`src/rtl/ttc_pkg.sv`:
```
package ttc_pkg;

    localparam int DATA_W    = 32;
    localparam int CNT_W     = 16;
    localparam int PSN_W     = 4;
    localparam int NUM_MATCH = 3;
    localparam int ST_W      = NUM_MATCH + 3;
    localparam int EVC_W     = 3;
    localparam int CFG_W     = 6;
    localparam int PS_CNT_W  = (1 << PSN_W) + 1;
    localparam int NUM_KINDS = 11;

    // status bit positions
    localparam int ST_INTV     = 0;
    localparam int ST_MATCH_LO = 1;
    localparam int ST_OVF      = NUM_MATCH + 1;

    typedef enum logic [3:0] {
        RK_CLK, RK_CTRL, RK_VAL, RK_INTV,
        RK_MATCH0, RK_MATCH1, RK_MATCH2,
        RK_ISR, RK_IEN, RK_EVCTL, RK_EVCNT
    } reg_kind_e;

    typedef struct packed {
        logic             spare;
        logic [PSN_W-1:0] div_exp;
        logic             ps_on;
    } clk_cfg_t;

    typedef struct packed {
        logic spare;
        logic restart;
        logic match_on;
        logic count_down;
        logic wrap_at_intv;
        logic halt;
    } cnt_cfg_t;

    localparam cnt_cfg_t CNT_CFG_RST = '{spare: 1'b1, restart: 1'b0, match_on: 1'b0,
                                        count_down: 1'b0, wrap_at_intv: 1'b0, halt: 1'b1};

    function automatic logic [PS_CNT_W-1:0] ps_limit(clk_cfg_t c);
        return c.ps_on ? ((PS_CNT_W'(2) << c.div_exp) - 1'b1) : '0;
    endfunction

    function automatic reg_kind_e match_kind(int m);
        return reg_kind_e'(4'(int'(RK_MATCH0) + m));
    endfunction

endpackage

```
`src/rtl/ttc_prescaler.sv`:
```
module ttc_prescaler
    import ttc_pkg::*;
(
    input  logic                clk,
    input  logic                rst,
    input  logic                run,
    input  logic                restart,
    input  logic [PS_CNT_W-1:0] limit,
    output logic                tick
);

    logic [PS_CNT_W-1:0] cnt_q;

    assign tick = run && (cnt_q >= limit);

    always_ff @(posedge clk) begin
        if (rst) begin
            cnt_q <= '0;
        end else if (!run || restart || tick) begin
            cnt_q <= '0;
        end else begin
            cnt_q <= cnt_q + 1'b1;
        end
    end

    // with a divide ratio above one, two ticks never come back to back
    assert_tick_gap_R3: assert property (@(posedge clk) disable iff (rst)
        (tick && limit != '0) |=> (!tick || limit == '0));

endmodule

```
`src/rtl/ttc_counter.sv`:
```
module ttc_counter
    import ttc_pkg::*;
(
    input  logic                 clk,
    input  logic                 rst,
    input  logic                 tick,
    input  logic                 restart,
    input  logic                 wrap_at_intv,
    input  logic                 count_down,
    input  logic                 match_on,
    input  logic [CNT_W-1:0]     interval,
    input  logic [CNT_W-1:0]     match_val [NUM_MATCH],
    output logic [CNT_W-1:0]     value,
    output logic                 wrap_ev,
    output logic [NUM_MATCH-1:0] match_ev
);

    logic [CNT_W-1:0] value_q, limit, nxt;
    logic             at_edge, step;

    always_comb begin
        limit = wrap_at_intv ? interval : '1;
        if (count_down) begin
            at_edge = (value_q == '0);
            nxt     = at_edge ? limit : value_q - 1'b1;
        end else begin
            at_edge = (value_q >= limit);
            nxt     = at_edge ? '0 : value_q + 1'b1;
        end
    end

    assign step    = tick && !restart;
    assign wrap_ev = step && at_edge;
    assign value   = value_q;

    for (genvar m = 0; m < NUM_MATCH; m++) begin : g_cmp
        assign match_ev[m] = step && match_on && (match_val[m] <= limit) && (nxt == match_val[m]);
    end

    always_ff @(posedge clk) begin
        if (rst || restart) begin
            value_q <= '0;
        end else if (step) begin
            value_q <= nxt;
        end
    end

    // a restart leaves the count at zero
    assert_restart_zero_R4: assert property (@(posedge clk) disable iff (rst)
        restart |=> value_q == '0);

    // without a step the count holds
    assert_hold_R5: assert property (@(posedge clk) disable iff (rst)
        (!tick && !restart) |=> $stable(value_q));

    // an upward step below the top adds one
    assert_up_step_R5: assert property (@(posedge clk) disable iff (rst)
        (step && !count_down && value_q < limit) |=> value_q == CNT_W'($past(value_q) + 1'b1));

endmodule

```
`src/rtl/ttc_channel.sv`:
```
module ttc_channel
    import ttc_pkg::*;
(
    input  logic              clk,
    input  logic              rst,
    input  logic              sel,
    input  logic              wr_en,
    input  logic              rd_en,
    input  reg_kind_e         kind,
    input  logic [DATA_W-1:0] wdata,
    output logic [DATA_W-1:0] rdata,
    output logic              irq
);

    clk_cfg_t             clk_q;
    cnt_cfg_t             ctl_q, ctl_raw, ctl_in;
    logic [CNT_W-1:0]     intv_q;
    logic [CNT_W-1:0]     match_q [NUM_MATCH];
    logic [ST_W-1:0]      ien_q, stat_q, set_bits;
    logic [EVC_W-1:0]     evc_q;
    logic [CNT_W-1:0]     value;
    logic                 wrap_ev, tick, hit_wr, rd_clr, restart;
    logic [NUM_MATCH-1:0] match_ev;
    logic                 unused_hi;

    assign unused_hi = ^wdata[DATA_W-1:CNT_W];

    assign hit_wr  = sel && wr_en;
    assign rd_clr  = sel && rd_en && (kind == RK_ISR);

    always_comb begin
        ctl_raw        = cnt_cfg_t'(wdata[CFG_W-1:0]);
        ctl_in         = ctl_raw;
        ctl_in.restart = 1'b0;
    end

    assign restart = hit_wr && (kind == RK_CTRL) && ctl_raw.restart;

    ttc_prescaler u_ps (
        .clk     (clk),
        .rst     (rst),
        .run     (!ctl_q.halt),
        .restart (restart),
        .limit   (ps_limit(clk_q)),
        .tick    (tick)
    );

    ttc_counter u_cnt (
        .clk          (clk),
        .rst          (rst),
        .tick         (tick),
        .restart      (restart),
        .wrap_at_intv (ctl_q.wrap_at_intv),
        .count_down   (ctl_q.count_down),
        .match_on     (ctl_q.match_on),
        .interval     (intv_q),
        .match_val    (match_q),
        .value        (value),
        .wrap_ev      (wrap_ev),
        .match_ev     (match_ev)
    );

    always_comb begin
        set_bits                              = '0;
        set_bits[ST_INTV]                     = wrap_ev && ctl_q.wrap_at_intv;
        set_bits[ST_OVF]                      = wrap_ev && !ctl_q.wrap_at_intv;
        set_bits[ST_MATCH_LO +: NUM_MATCH]    = match_ev;
    end

    always_ff @(posedge clk) begin
        if (rst) begin
            clk_q  <= '0;
            ctl_q  <= CNT_CFG_RST;
            intv_q <= '0;
            ien_q  <= '0;
            evc_q  <= '0;
            stat_q <= '0;
        end else begin
            stat_q <= (rd_clr ? '0 : stat_q) | set_bits;
            if (hit_wr) begin
                case (kind)
                    RK_CLK:   clk_q  <= clk_cfg_t'(wdata[CFG_W-1:0]);
                    RK_CTRL:  ctl_q  <= ctl_in;
                    RK_INTV:  intv_q <= wdata[CNT_W-1:0];
                    RK_IEN:   ien_q  <= wdata[ST_W-1:0];
                    RK_EVCTL: evc_q  <= wdata[EVC_W-1:0];
                    default:  ;
                endcase
            end
        end
    end

    for (genvar m = 0; m < NUM_MATCH; m++) begin : g_match
        always_ff @(posedge clk) begin
            if (rst) begin
                match_q[m] <= '0;
            end else if (hit_wr && kind == match_kind(m)) begin
                match_q[m] <= wdata[CNT_W-1:0];
            end
        end
    end

    assign irq = |(stat_q & ien_q);

    always_comb begin
        case (kind)
            RK_CLK:   rdata = DATA_W'(clk_q);
            RK_CTRL:  rdata = DATA_W'(ctl_q);
            RK_VAL:   rdata = DATA_W'(value);
            RK_INTV:  rdata = DATA_W'(intv_q);
            RK_ISR:   rdata = DATA_W'(stat_q);
            RK_IEN:   rdata = DATA_W'(ien_q);
            RK_EVCTL: rdata = DATA_W'(evc_q);
            default:  rdata = '0;
        endcase
        for (int m = 0; m < NUM_MATCH; m++) begin
            if (kind == match_kind(m)) rdata = DATA_W'(match_q[m]);
        end
    end

    // a status read with nothing new arriving leaves status empty
    assert_clear_on_read_R8: assert property (@(posedge clk) disable iff (rst)
        (rd_clr && set_bits == '0) |=> stat_q == '0);

    // outside a status read, no set bit is lost
    assert_sticky_R8: assert property (@(posedge clk) disable iff (rst)
        !rd_clr |=> ((stat_q & $past(stat_q)) == $past(stat_q)));

endmodule

```
`src/rtl/ttc_triple.sv`:
```
module ttc_triple
    import ttc_pkg::*;
#(
    parameter int ADDR_W = 8,
    parameter int NUM_CH = 3
) (
    input  logic              clk,
    input  logic              rst,
    input  logic [ADDR_W-1:0] addr,
    input  logic              wr_en,
    input  logic [DATA_W-1:0] wdata,
    input  logic              rd_en,
    output logic [DATA_W-1:0] rdata,
    output logic [NUM_CH-1:0] irq
);

    localparam int WORD_W    = ADDR_W - 2;
    localparam int NUM_WORDS = NUM_KINDS * NUM_CH;

    logic [WORD_W-1:0] word;
    logic              valid;
    reg_kind_e         kind;
    logic [NUM_CH-1:0] sel;
    logic [DATA_W-1:0] ch_rdata [NUM_CH];
    logic              unused_lo;

    assign unused_lo = ^addr[1:0];
    assign word      = addr[ADDR_W-1:2];
    assign valid     = int'(word) < NUM_WORDS;
    assign kind      = reg_kind_e'(4'(word / WORD_W'(NUM_CH)));

    for (genvar c = 0; c < NUM_CH; c++) begin : g_ch
        assign sel[c] = valid && (int'(word % WORD_W'(NUM_CH)) == c);

        ttc_channel u_ch (
            .clk   (clk),
            .rst   (rst),
            .sel   (sel[c]),
            .wr_en (wr_en),
            .rd_en (rd_en),
            .kind  (kind),
            .wdata (wdata),
            .rdata (ch_rdata[c]),
            .irq   (irq[c])
        );
    end

    always_comb begin
        rdata = '0;
        for (int c = 0; c < NUM_CH; c++) begin
            if (sel[c]) rdata = ch_rdata[c];
        end
    end

    // reads outside the map return zero
    assert_unmapped_zero_R10: assert property (@(posedge clk) disable iff (rst)
        (rd_en && !valid) |-> rdata == '0);

    // an access reaches at most one channel
    assert_one_channel_R11: assert property (@(posedge clk) disable iff (rst)
        $onehot0(sel));

endmodule

```
`config.mk`:
```
export PLATFORM = sky130hd
export DESIGN_NAME = ttc_triple
export DESIGN_NICKNAME = d
export VERILOG_FILES = /design/src/rtl/ttc_pkg.sv /design/src/rtl/ttc_prescaler.sv /design/src/rtl/ttc_counter.sv /design/src/rtl/ttc_channel.sv /design/src/rtl/ttc_triple.sv
export SDC_FILE = /design/constraint.sdc
export NUM_CORES = 2
export LEC_CHECK = 0
export ABC_AREA = 1
export CAP_MARGIN = 25
export CORE_MARGIN = 8
export CORE_UTILIZATION = 63
export CTS_CLUSTER_SIZE = 25
export DETAILED_ROUTE_END_ITERATION = 8
export PLACE_DENSITY_LB_ADDON = 0.05
export SKIP_LAST_GASP = 1
export SYNTH_ARGS = -nofsm -noshare
export SYNTH_HDL_FRONTEND = slang
export SYNTH_SLANG_ARGS = --single-unit
```
`constraint.sdc`:
```
create_clock -name clk -period 5.1 [get_ports clk]
set_input_delay 0.51 -clock clk [delete_from_list [all_inputs] [get_ports clk]]
set_output_delay 0.51 -clock clk [all_outputs]
set_load 0.01 [all_outputs]
```
# Word-level counts from Yosys, hierarchy flattened
# Cells that the tools add are included.
dict set report op_classes {
  addsub 12
  n_bitwise 6
  div 2
  n_reduce_logical 107
  n_mux 36
  n_shift 3
  eq_ne 20
  order_cmp 16
}
# op count
set ops {}
lappend ops {{16-bit 2-to-1 mux} 21}
lappend ops {{16-bit case mux with 7 select lines} 3}
lappend ops {{16-bit == test} 9}
lappend ops {{16-bit less-or-equal comparator} 9}
lappend ops {{32-bit 2-to-1 mux} 3}
lappend ops {{1-bit logical AND} 63}
lappend ops {{17-bit by 1-bit adder with 17-bit output (second input constant)} 3}
lappend ops {{17-bit greater-or-equal comparator} 3}
lappend ops {{17-bit 2-to-1 mux} 3}
lappend ops {{2-bit by 4-bit left shift with 17-bit output (first input constant)} 3}
lappend ops {{17-bit by 1-bit subtractor with 17-bit output (second input constant)} 3}
lappend ops {{16-bit by 1-bit adder with 16-bit output (second input constant)} 3}
lappend ops {{16-bit greater-or-equal comparator} 3}
lappend ops {{16-bit zero test} 3}
lappend ops {{16-bit by 1-bit subtractor with 16-bit output (second input constant)} 3}
lappend ops {{32-bit by 2-bit == test with 1-bit output (second input constant)} 1}
lappend ops {{32-bit by 3-bit == test with 1-bit output (second input constant)} 1}
lappend ops {{32-bit zero test} 1}
lappend ops {{6-bit by 2-bit modulo with 32-bit output (second input constant)} 1}
lappend ops {{2-bit AND reduction} 15}
lappend ops {{6-bit AND} 3}
lappend ops {{6-bit 2-to-1 mux} 3}
lappend ops {{6-bit by 5-bit OR with 6-bit output} 3}
lappend ops {{6-bit OR reduction} 3}
lappend ops {{other kinds (11)} 36}
dict set report word_totals {
  in_bits 44
  word_cells 253
  out_inout_bits 35
  ff_bits 369
}

# Longest topological paths before layout
dict set report logic_depth {
  depth_word 12
  mapped_depth 33
  depth_no_buf 31
}

# By module
# Synthesis repeated with hierarchy kept, for this count alone.
dict set report hier_totals {
  hier_cells 5058
  area_unflattened_um2 32223.4
}
# mod seq_area_each_um2 instances cells_per_inst area_per_inst_um2
set by_module_without_submodules {}
lappend by_module_without_submodules {ttc_channel 1781.7 3 660 4408.0}
lappend by_module_without_submodules {ttc_counter 320.3 3 739 4335.4}
lappend by_module_without_submodules {ttc_prescaler 340.3 3 185 1423.9}
lappend by_module_without_submodules {ttc_triple 0.0 1 306 1721.7}

# Worst setup path before layout
# No wires, ideal clock.
dict set report synth_timing {
  kind {input port to output port}
  startpoint {in addr[6]}
  endpoint {out rdata[3]}
  path_stages 29
  setup_slack_ns 0.807
  arrival_ns 3.783
  path_cell_list {clkbuf_1 ha_1 inv_1 nand2_1 nand2_2 nand3_1 nand2_2 nand3_2 o21bai_2 nand2_1 inv_1 ha_1 inv_1 nand4_1 o21bai_2 nand2_1 nand2_1 inv_1 ha_1 inv_1 nand3_4 nand2_1 nand2_1 nor2_2 nand2_1 nor2_8 clkbuf_1 o221ai_1 nand3_1}
}
dict set report synth_via {
  elab_chain_len 9
  word_cells_on_any_way 34
}
# element line
set synth_lines {}
lappend synth_lines {{start, declared} ttc_triple.sv:9} ;# input logic [ADDR_W-1:0] addr,
lappend synth_lines {{6-bit by 2-bit divider with 6-bit output} ttc_triple.sv:30} ;# assign kind = reg_kind_e'(4'(word / WORD_W'(NUM_CH)));
lappend synth_lines {{4-bit == test, or another cell as far along} ttc_channel.sv:106} ;# case (kind)
lappend synth_lines {{16-bit case mux with 7 select lines} ttc_channel.sv:106}
lappend synth_lines {{16-bit 2-to-1 mux (3 in series)} ttc_channel.sv:117} ;# if (kind == match_kind(m)) rdata = DATA_W'(match_q[m]);
lappend synth_lines {{32-bit 2-to-1 mux (2 in series)} ttc_triple.sv:51} ;# if (sel[c]) rdata = ch_rdata[c];
lappend synth_lines {{32-bit 2-to-1 mux (*)} ttc_triple.sv:51}
lappend synth_lines {{end, declared} ttc_triple.sv:13} ;# output logic [DATA_W-1:0] rdata,
# Every way passes the cells marked *; elsewhere a longest branch is shown, timed or not.

# Worst setup path in the final report
dict set report layout_timing {
  startpoint {in addr[7]}
  endpoint {out rdata[13]}
}
# The elaborated chain is that of the path after synthesis.

==> metrics.cfg <==
[run_status]
status=finished, final reports clean

[cts]
htreeDepth=2
cts_buffers=41
path_clk_slew_ps=60
clk_latency_ps=590
cts_tree=done
cts_hold_buf=0
cts-root-buf=clkbuf_16
clock_path_buffers=3
clock-sinks=366

[synth]
ys_async_sr_fraction_pct=0
synth_seq_cells=366
netlist.area_leader.share_pct=27.18
syn_inst=3949
synth_top_area_cell=dfxtp_1
netlist_area_sq_mm=0.02695
synth_edf_count=0
syn_area_per_cell_sq_um=6.825
synth_flop_cell=dfxtp_1
seq_area_frac_synth_pct=27.18
yosys-top-cells-area=dfxtp_1 (27%), ha_1 (12%), nand2_1 (11%)
synth_warnings=0
ys_types=63

[finish]
final_cell_mix=nand2_1 (753), a21oi_1 (419), o21ai_0 (403)
final_util_pct=72.49
area_delta_synth_final_pct=13.32
stdcell_count=4606
nets=4340
final_common_cell=nand2_1
drive_gt1_share_pct=9.641

[worst_setup_path]
crit_type=input pin to output pin
crit_fanout=10
rr_worst_depth=20
crit_path_top_delay_cell=clkdlybuf4s50_1
startpoint_type=input pin
r2r-end=g_ch[2].u_ch.stat_q[1]
cp.buffers_inverters=8
cp_num_cells=30
rr_startpoint=g_ch[2].u_ch.ctl_q[1]
path_delay_family=simple AND/OR/NAND/NOR gates
crit_arrival_ps=4440
startpoint=addr[7]
critPathRequiredTime_ps=4590
cp_common_cell=nand2_1
worstSetupEndpoint=rdata[13]
end_kind=output pin
cpPeakStageDelay_ps=430
worst-r2r-setup-slack_ps=610

[timing]
post-route-period-util_pct=97.05
finClkSkew_ps=37.03
rsz0062_at_grt=yes
maxSlewViolCount=0
fmax_mhz=202.0
hold_ws_ps=464.1
tightest_slew_ps=1182
finalSetupViolations=0
relSlewSlack_pct=21.15
min_period_ps=4949
hold_viol=0

[hold_path]
hold_path.class=flip-flop to flip-flop

[route]
dr_total_vias=29759
drt-pass1-iter-count=7
drcViolationCount=0
wl_per_cell_um=21.37
drt_first_iter_violations=4332
avgViaCountPerCell=6.461
routed_wl_mm=98.42
antenna_left=0

[die]
die_w_um=222.8
start_util_pct=63.97
fp.dieH_um=222.8
io_pins=79
core_sq_mm=0.04213
die_area_sq_mm=0.04966
rows=75

[power_and_ir_drop]
switching_share_pct=25.48
p_sw_mw=1.751
comb_power_share_pct=8.9
p_leak_nw=13.94
irDropWorstVdd_uv=256.8
p_clk_share_pct=49.4
power_frac_seq_pct=41.7
power_density_mw_per_mm2=225.1
p_int_mw=5.122

[placement]
hpwl_mm=72.83
placed_cells_incl_taps=4522
place_congestion=1.060
portBuffers=44

[global_routing]
grt_antenna_before_repair=3
grt_pass1_wl_mm=152.2
grt.overflow.total=0
grt.total_usage_pct=37.89
grt_max_degree=82
first_global_vias=27791

[flow_run]
cap_violations=0

how the worst min path moves through the flow:
stage	start	endpoint	slack (ps)	cells after the start
global placement	g_ch[0].u_ch.u_ps.cnt_q[0]	g_ch[0].u_ch.u_ps.cnt_q[0]	440	1
finish	g_ch[1].u_ch.u_ps.cnt_q[0]	g_ch[1].u_ch.u_ps.cnt_q[0]	460	1
detailed placement	g_ch[1].u_ch.u_ps.cnt_q[0]	g_ch[1].u_ch.u_ps.cnt_q[0]	450	1
global route	g_ch[1].u_ch.u_ps.cnt_q[0]	g_ch[1].u_ch.u_ps.cnt_q[0]	480	1
floorplan	g_ch[1].u_ch.u_ps.cnt_q[0]	g_ch[1].u_ch.u_ps.cnt_q[0]	430	1
CTS	g_ch[0].u_ch.u_ps.cnt_q[0]	g_ch[0].u_ch.u_ps.cnt_q[0]	470	1
Yosys cell counts (17+ instances only):
library cell and count:
or2_2 17, a221oi_1 19, nor2_1 399, nand2_1 756
xor2_1 117, nand3_1 129, buf_2 33, a21oi_1 420
nor3_1 74, xnor2_1 29, buf_4 41, o21ai_0 406
o221ai_1 24, o2111ai_1 28, o21ai_1 62, inv_1 335
nand4_1 81, dfxtp_1 366, ha_1 262, clkbuf_1 118
o22ai_1 25, o211ai_1 20
through the flow:
step,power (mW),setup slack [ps],setup TNS (ps),area (sq um)
6_report,6.874,150.5,0,30540
3_5_place_dp,3.481,-389.7,-4284,28780
3_3_place_gp,3.467,-220.1,-1766,28780
4_1_cts,6.826,-187.8,-424.3,30350
2_1_floorplan,3.247,806.8,0,27020
5_1_grt,7.040,-117.3,-808.1,30540
timing repair:
action,in CTS,in global routing
endpoints found under the setup margin,16,16
cloned,0,0
setup buffers,3,5
pin swaps,4,16
gates resized for setup,24,78
flip-flops by register name, indices dropped and copies added, names as in the netlist:
signal / cells
g_ch.u_ch.clk_q: 18
g_ch.u_ch.ctl_q: 15
g_ch.u_ch.evc_q: 9
g_ch.u_ch.ien_q: 18
g_ch.u_ch.intv_q: 48
g_ch.u_ch.match_q: 144
g_ch.u_ch.stat_q: 15
g_ch.u_ch.u_cnt.value: 48
g_ch.u_ch.u_ps.cnt_q: 51
routing by layer:
layer  GRT usage, %  wire length [um]  vias to the layer above
li1               -                 -                    13660
met1          46.22             37040                    13669
met2          60.78             43590                     1946
met3          8.483             11070                      482
met4          22.30              6701                        2
met5              0                13                        -
final cells by class:
class / count / area [sq um]
multi-input combinational: 3051 / 17650
antenna: 1 / 2.502
tap: 539 / 674.4
inverter: 354 / 1334
sequential: 366 / 7327
fill: 3487 / 11590
clock inverter: 25 / 376.6
timing repair buffer: 220 / 2041
clock buffer: 50 / 1142
power groups by stage:
stage          clock network (mW)  logic (mW)  registers, mW
6_report                     3.40       0.611           2.87
5_1_grt                      3.53       0.640           2.87
4_1_cts                      3.40       0.559           2.87
3_5_place_dp                    0       0.550           2.93
3_3_place_gp                    0       0.536           2.93
2_1_floorplan                   0       0.318           2.93
logic make-up (layout without fill, tap and decap cells):
family / count (synthesis) / count (layout) / share of synthesized area [%]
other cells: 2 / 20 / 0.02786
compound gates: 1101 / 1101 / 22.87
xor+xnor: 146 / 146 / 4.744
fa+ha+maj: 262 / 262 / 12.16
flops: 366 / 366 / 27.18
simple gates: 1523 / 1523 / 24.62
buf+inv: 549 / 649 / 8.398
Power figures use the tool's default switching activity.
